===== config.mk =====
export PLATFORM = sky130hd
export DESIGN_NAME = hbridge_guard
export DESIGN_NICKNAME = d
export VERILOG_FILES = /design/src/rtl/hb_pkg.sv /design/src/rtl/hb_deglitch.sv /design/src/rtl/hb_leg.sv /design/src/rtl/hb_fault_ctrl.sv /design/src/rtl/hbridge_guard.sv
export SDC_FILE = /design/constraint.sdc
export NUM_CORES = 1
export LEC_CHECK = 0
export BUFFER_PORTS_ARGS = -buffer_cell sky130_fd_sc_hd__buf_4
export CAP_MARGIN = 20
export CELL_PAD_IN_SITES_DETAIL_PLACEMENT = 0
export CELL_PAD_IN_SITES_GLOBAL_PLACEMENT = 1
export CORE_ASPECT_RATIO = 1.5
export CORE_MARGIN = 2
export CORE_UTILIZATION = 52
export CTS_CLUSTER_DIAMETER = 80
export DETAILED_ROUTE_END_ITERATION = 7
export GPL_TIMING_DRIVEN = 0
export HOLD_SLACK_MARGIN = 0.08
export PLACE_DENSITY = 0.93
export SLEW_MARGIN = 20
export SYNTH_ARGS = -nofsm -noshare
export SYNTH_HDL_FRONTEND = slang
export SYNTH_SLANG_ARGS = --single-unit

===== constraint.sdc =====
create_clock -name clk_i -period 5.2 [get_ports clk_i]
set_input_delay 0.52 -clock clk_i [delete_from_list [all_inputs] [get_ports clk_i]]
set_output_delay 0.52 -clock clk_i [all_outputs]
set_load 0.01 [all_outputs]

===== src/rtl/hb_pkg.sv =====
package hb_pkg;
  typedef enum logic [2:0] {
    FLT_NONE  = 3'd0,
    FLT_OC    = 3'd1,
    FLT_THERM = 3'd2,
    FLT_UV    = 3'd3,
    FLT_OV    = 3'd4
  } fault_e;

  typedef enum logic [1:0] {
    LEG_OFF = 2'd0,
    LEG_HI  = 2'd1,
    LEG_LO  = 2'd2
  } leg_e;
endpackage


===== src/rtl/hb_deglitch.sv =====
module hb_deglitch #(
  parameter int WIDTH  = 4,
  parameter int STABLE = 4
) (
  input  logic             clk_i,
  input  logic             rst_ni,
  input  logic             clr_i,
  input  logic [WIDTH-1:0] d_i,
  output logic [WIDTH-1:0] q_o
);
  localparam int CW = $clog2(STABLE + 1);
  localparam logic [CW-1:0] LAST = CW'(STABLE - 1);

  for (genvar g = 0; g < WIDTH; g++) begin : g_bit
    logic [CW-1:0] cnt_q;
    logic          bit_q;

    always_ff @(posedge clk_i or negedge rst_ni) begin
      if (!rst_ni) begin
        cnt_q <= '0;
        bit_q <= 1'b0;
      end else if (clr_i) begin
        cnt_q <= '0;
        bit_q <= 1'b0;
      end else if (d_i[g] == bit_q) begin
        cnt_q <= '0;
      end else if (cnt_q == LAST) begin
        bit_q <= d_i[g];
        cnt_q <= '0;
      end else begin
        cnt_q <= cnt_q + 1'b1;
      end
    end

    assign q_o[g] = bit_q;
  end
endmodule


===== src/rtl/hb_leg.sv =====
module hb_leg
  import hb_pkg::*;
#(
  parameter int DEAD = 10
) (
  input  logic clk_i,
  input  logic rst_ni,
  input  logic halt_i,
  input  logic hi_i,
  input  logic lo_i,
  output logic gate_hi_o,
  output logic gate_lo_o
);
  localparam int CW = $clog2(DEAD + 1);
  localparam logic [CW-1:0] LAST = CW'(DEAD - 1);

  leg_e          want;
  leg_e          state_q;
  logic [CW-1:0] dead_q;

  // conflicting requests resolve to off
  always_comb begin
    if (hi_i && !lo_i)      want = LEG_HI;
    else if (lo_i && !hi_i) want = LEG_LO;
    else                    want = LEG_OFF;
  end

  always_ff @(posedge clk_i or negedge rst_ni) begin
    if (!rst_ni) begin
      state_q <= LEG_OFF;
      dead_q  <= '0;
    end else if (halt_i) begin
      state_q <= LEG_OFF;
      dead_q  <= '0;
    end else if (state_q != LEG_OFF) begin
      if (want != state_q) begin
        state_q <= LEG_OFF;
        dead_q  <= '0;
      end
    end else if (want == LEG_OFF) begin
      dead_q <= '0;
    end else if (dead_q == LAST) begin
      state_q <= want;
    end else begin
      dead_q <= dead_q + 1'b1;
    end
  end

  assign gate_hi_o = (state_q == LEG_HI);
  assign gate_lo_o = (state_q == LEG_LO);
endmodule


===== src/rtl/hb_fault_ctrl.sv =====
module hb_fault_ctrl
  import hb_pkg::*;
#(
  parameter int NSW   = 4,
  parameter int OCP   = 200,
  parameter int RETRY = 100000
) (
  input  logic           clk_i,
  input  logic           rst_ni,
  input  logic           sleep_ni,
  input  logic [NSW-1:0] oc_i,
  input  logic           ot_i,
  input  logic           ot_clr_i,
  input  logic           uv_i,
  input  logic           ov_i,
  output logic           halt_o,
  output fault_e         fault_o
);
  localparam int OW = $clog2(OCP + 1);
  localparam int RW = $clog2(RETRY + 1);
  localparam logic [OW-1:0] OC_LAST = OW'(OCP - 1);
  localparam logic [RW-1:0] RT_LAST = RW'(RETRY - 1);

  logic           awake_q, ot_q, otc_q, uv_q, ov_q;
  logic [NSW-1:0] oc_q;
  logic [NSW-1:0] oc_hit;
  logic           logic_rst, oc_trip;
  logic           oc_lat_q, ot_lat_q;
  logic [RW-1:0]  retry_q;

  // one register stage on the comparator flags
  always_ff @(posedge clk_i or negedge rst_ni) begin
    if (!rst_ni) begin
      awake_q <= 1'b0;
      oc_q    <= '0;
      ot_q    <= 1'b0;
      otc_q   <= 1'b0;
      uv_q    <= 1'b0;
      ov_q    <= 1'b0;
    end else begin
      awake_q <= sleep_ni;
      oc_q    <= oc_i;
      ot_q    <= ot_i;
      otc_q   <= ot_clr_i;
      uv_q    <= uv_i;
      ov_q    <= ov_i;
    end
  end

  assign logic_rst = uv_q || !awake_q;

  for (genvar g = 0; g < NSW; g++) begin : g_oc
    logic [OW-1:0] cnt_q;
    always_ff @(posedge clk_i or negedge rst_ni) begin
      if (!rst_ni)                              cnt_q <= '0;
      else if (logic_rst || oc_lat_q || !oc_q[g]) cnt_q <= '0;
      else if (cnt_q != OC_LAST)                cnt_q <= cnt_q + 1'b1;
    end
    assign oc_hit[g] = oc_q[g] && (cnt_q == OC_LAST);
  end

  assign oc_trip = (|oc_hit) && !oc_lat_q && !logic_rst;

  always_ff @(posedge clk_i or negedge rst_ni) begin
    if (!rst_ni) begin
      oc_lat_q <= 1'b0;
      retry_q  <= '0;
    end else if (logic_rst) begin
      oc_lat_q <= 1'b0;
      retry_q  <= '0;
    end else if (oc_trip) begin
      oc_lat_q <= 1'b1;
      retry_q  <= '0;
    end else if (oc_lat_q) begin
      if (retry_q == RT_LAST) oc_lat_q <= 1'b0;
      else                    retry_q  <= retry_q + 1'b1;
    end
  end

  always_ff @(posedge clk_i or negedge rst_ni) begin
    if (!rst_ni)        ot_lat_q <= 1'b0;
    else if (logic_rst) ot_lat_q <= 1'b0;
    else if (ot_q)      ot_lat_q <= 1'b1;
    else if (otc_q)     ot_lat_q <= 1'b0;
  end

  assign halt_o = logic_rst || ov_q || ot_q || ot_lat_q || oc_lat_q || oc_trip;

  always_comb begin
    if (uv_q)                   fault_o = FLT_UV;
    else if (ov_q)              fault_o = FLT_OV;
    else if (ot_q || ot_lat_q)  fault_o = FLT_THERM;
    else if (oc_lat_q)          fault_o = FLT_OC;
    else                        fault_o = FLT_NONE;
  end
endmodule


===== src/rtl/hbridge_guard.sv =====
module hbridge_guard
  import hb_pkg::*;
#(
  parameter int LEGS         = 2,
  parameter int DEGLITCH_CYC = 4,
  parameter int DEAD_CYC     = 10,
  parameter int OCP_CYC      = 200,
  parameter int RETRY_CYC    = 100000
) (
  input  logic            clk_i,
  input  logic            rst_ni,
  input  logic            sleep_ni,
  input  logic [LEGS-1:0] cmd_hi_i,
  input  logic [LEGS-1:0] cmd_lo_i,
  input  logic [2*LEGS-1:0] oc_i,
  input  logic            ot_i,
  input  logic            ot_clr_i,
  input  logic            uv_i,
  input  logic            ov_i,
  output logic [LEGS-1:0] gate_hi_o,
  output logic [LEGS-1:0] gate_lo_o,
  output logic [2:0]      fault_o
);
  localparam int NSW = 2 * LEGS;

  logic           halt;
  fault_e         flt;
  logic [NSW-1:0] cmd_f;

  hb_fault_ctrl #(
    .NSW  (NSW),
    .OCP  (OCP_CYC),
    .RETRY(RETRY_CYC)
  ) u_fault (
    .clk_i   (clk_i),
    .rst_ni  (rst_ni),
    .sleep_ni(sleep_ni),
    .oc_i    (oc_i),
    .ot_i    (ot_i),
    .ot_clr_i(ot_clr_i),
    .uv_i    (uv_i),
    .ov_i    (ov_i),
    .halt_o  (halt),
    .fault_o (flt)
  );

  // filters restart from zero after every shutdown
  hb_deglitch #(
    .WIDTH (NSW),
    .STABLE(DEGLITCH_CYC)
  ) u_filt (
    .clk_i (clk_i),
    .rst_ni(rst_ni),
    .clr_i (halt),
    .d_i   ({cmd_lo_i, cmd_hi_i}),
    .q_o   (cmd_f)
  );

  for (genvar l = 0; l < LEGS; l++) begin : g_leg
    hb_leg #(
      .DEAD(DEAD_CYC)
    ) u_leg (
      .clk_i    (clk_i),
      .rst_ni   (rst_ni),
      .halt_i   (halt),
      .hi_i     (cmd_f[l]),
      .lo_i     (cmd_f[LEGS+l]),
      .gate_hi_o(gate_hi_o[l]),
      .gate_lo_o(gate_lo_o[l])
    );
  end

  assign fault_o = flt;
endmodule


==> results.cfg <==
[outcome]
status = completed

[synth]
async_flop_share_pct = 100
yosys-top-cells-count = 88 x dfrtp_1, 65 x nor2_1, 34 x nand3_1
synth_edf_count = 0
synthTopCellsByArea = dfrtp_1 50%, nor2_1 5.5%, ha_1 4.8%, xor2_1 4.8%, nand3_1 3.9%
syn_area_per_cell_um2 = 10.0
synth_cells = 441
yosysWarnings = 0
synth.top_cell.area_share_pct = 49.8
yosys.area.top_type = dfrtp_1
synth_seq_cells = 88
synth_ff_type = dfrtp_1
synthesis.nets = 473
ys_types = 50
synth_area_um2 = 4420
yosysSeqAreaShare_pct = 49.8
yosysMostFrequentCell = dfrtp_1

[critical_path]
crit_arrival_ns = 2.64
path_class = flop to flop
start_kind = flop
cp_max_fo = 10
worstPathRequired_ns = 5.42
crit_path_end_kind = flop

[min_path]
min_path_type = input pin to async pin

[clock_network]
cts_setup_buffers = 0
hold_buffers = 0
cts_buffers = 9
root_buffer = clkbuf_16
htreeDepth = 3
clockBufferDepth = 2
insertion_delay_ns = 0.34
cts_resized = 0
clk_pin_slew_ns = 0.06
cts_tree = built
clkSinkCount = 88

[global_route]
grt_max_degree = 89
grt_overflow = 0
grt_pass1_wl_um = 14600
antenna_found_initial = 0
grt_util_all_layers_pct = 20.1
first_global_vias = 3278

[placed_design]
hpwlAfterDp_um = 5800
post_dp_cell_area_um2 = 4710
gp_congestion = 0.811
io_buffers = 21

[timing]
drv_slew = 0
worst_pin_slew_ns = 0.885
timing.setup.tns_ns = 0
fin_crit_ns = 2.42
fmax_mhz = 414
fin_crit_sh_pct = 46.5
fin_worst_skew_ns = 0.00712
setup_viol = 0
hold_viol_final = 0
slew_headroom_pct = 40.5
grt_setup_unrepaired = no

[power]
power.total_uw = 1440
vdd_ir_drop_max_mv = 0.198
p_per_area_nw_per_um2 = 285
leakagePower_uw = 0.00222

[detailed_routing]
vias_per_cell = 5.58
wire_per_inst_um = 14.0
drtPass1Iterations = 6
drcViolationCount = 0
drt_iter0_drc = 154
ant_nets = 0
num_vias = 3262
totalWireLength_um = 8180

[final_layout]
fin_util_pct = 60.6
post_route_cells_drive_above_1_share_pct = 12.6
area_growth_pct = 14.0
antenna_cells = 0
design_area_um2 = 5040
num-nets-final = 505

[floorplan]
die_area_um2 = 9270
die_h_um = 117
io_pins = 22
fp.dieW_um = 79.3
start_util_pct = 53.2
core_area_um2 = 8310
num_rows = 41

[run]
cap_violations = 0
[power by group]
group / total (uW) / internal, uW / switching, uW / leakage, uW
Combinational: 46.6 / 16.8 / 29.8 / 0.000864
Sequential: 695 / 691 / 4.65 / 0.00121
Clock: 696 / 436 / 260 / 0.000153
[stage by stage]
step	setup WS, ns	hold slack, ns	instances
after floorplan	3.13	0.224	441
after global placement	2.88	0.430	569
after detailed placement	2.81	0.437	569
after CTS	2.79	0.270	585
after global routing	2.63	0.271	585
final	2.78	0.244	585
[area by class of cell]
class / instances / area, um2
Tap cell: 107 / 134
Clock buffer: 12 / 246
Sequential cell: 88 / 2200
Timing Repair Buffer: 21 / 161
Inverter: 9 / 33.8
Fill cell: 745 / 3270
Buffer: 12 / 87.6
Clock inverter: 4 / 76.3
Multi-Input combinational cell: 332 / 2100
[flip-flops by register name (all words and copies together) (netlist names), 4 cells and up]
name / cells
u_fault.oc_q: 4
g_leg.u_leg.dead_q: 8
g_leg.u_leg.state_q: 4
u_fault.g_oc.cnt_q: 32
u_filt.g_bit.cnt_q: 12
u_filt.g_bit.bit_q: 4
u_fault.retry_q: 17
[layer usage]
metal	vias to the layer above	share of wire [%]	global-route usage, %
li1	1605	-	-
met1	1594	43	23.7
met2	52	52	35.2
met3	11	3.1	4.06
met4	0	2.1	9.54
met5	-	0	0
[worst paths after layout]
path | startpoint | to | slack [ns] | depth (start not counted)
worst max register to register | u_fault.g_oc[0].cnt_q[0] | u_filt.g_bit[3].bit_q | 2.78 | 9
worst max-delay path | u_fault.g_oc[0].cnt_q[0] | u_filt.g_bit[3].bit_q | 2.78 | 9
min in group clk_i | uv_i | u_fault.uv_q | 0.28 | 1
max in group asynchronous | rst_ni | u_fault.retry_q[5] | 4.44 | 1
worst min register to register | u_filt.g_bit[1].cnt_q[0] | u_filt.g_bit[1].cnt_q[0] | 0.44 | 1
worst min-delay path | rst_ni | u_fault.g_oc[1].cnt_q[7] | 0.24 | 1
[layout by cell type, fill, tap and decap left out, types with 5 or more instances in the layout]
cell,netlist,layout
dfrtp_1,88,88
nor2_1,65,65
nand3_1,34,34
nand2_1,30,30
buf_4,5,25
xor2_1,24,24
nor3_1,21,21
a21oi_1,21,21
ha_1,17,17
o21ai_0,15,15
nor2b_1,13,13
and3_1,11,11
inv_1,9,9
clkbuf_16,0,9
nor3b_1,8,8
clkbuf_1,5,7
xnor2_1,7,7
o21ai_2,6,6
nand4_1,5,5
or3_1,5,5
[cell families after synthesis]
logic type      count (synthesis)  share of synthesized area, %
simple gates                  215                          26.1
compound gates                 64                          9.23
xor+xnor                       31                          6.14
flops                          88                          49.8
mux                             5                          1.16
buf+inv                        21                          2.75
fa+ha+maj                      17                          4.81
[worst max-delay path, cell delays in order (launching register included)]
cell and delay [ns]:
dfrtp_1 0.39, ha_1 0.27, nand4b_1 0.19, nor4b_4 0.49, a22oi_2 0.20, and3_1 0.22, buf_6 0.15, nand2_4 0.12
buf_4 0.20, nor2_1 0.07
(Power assumes the default switching activity.)
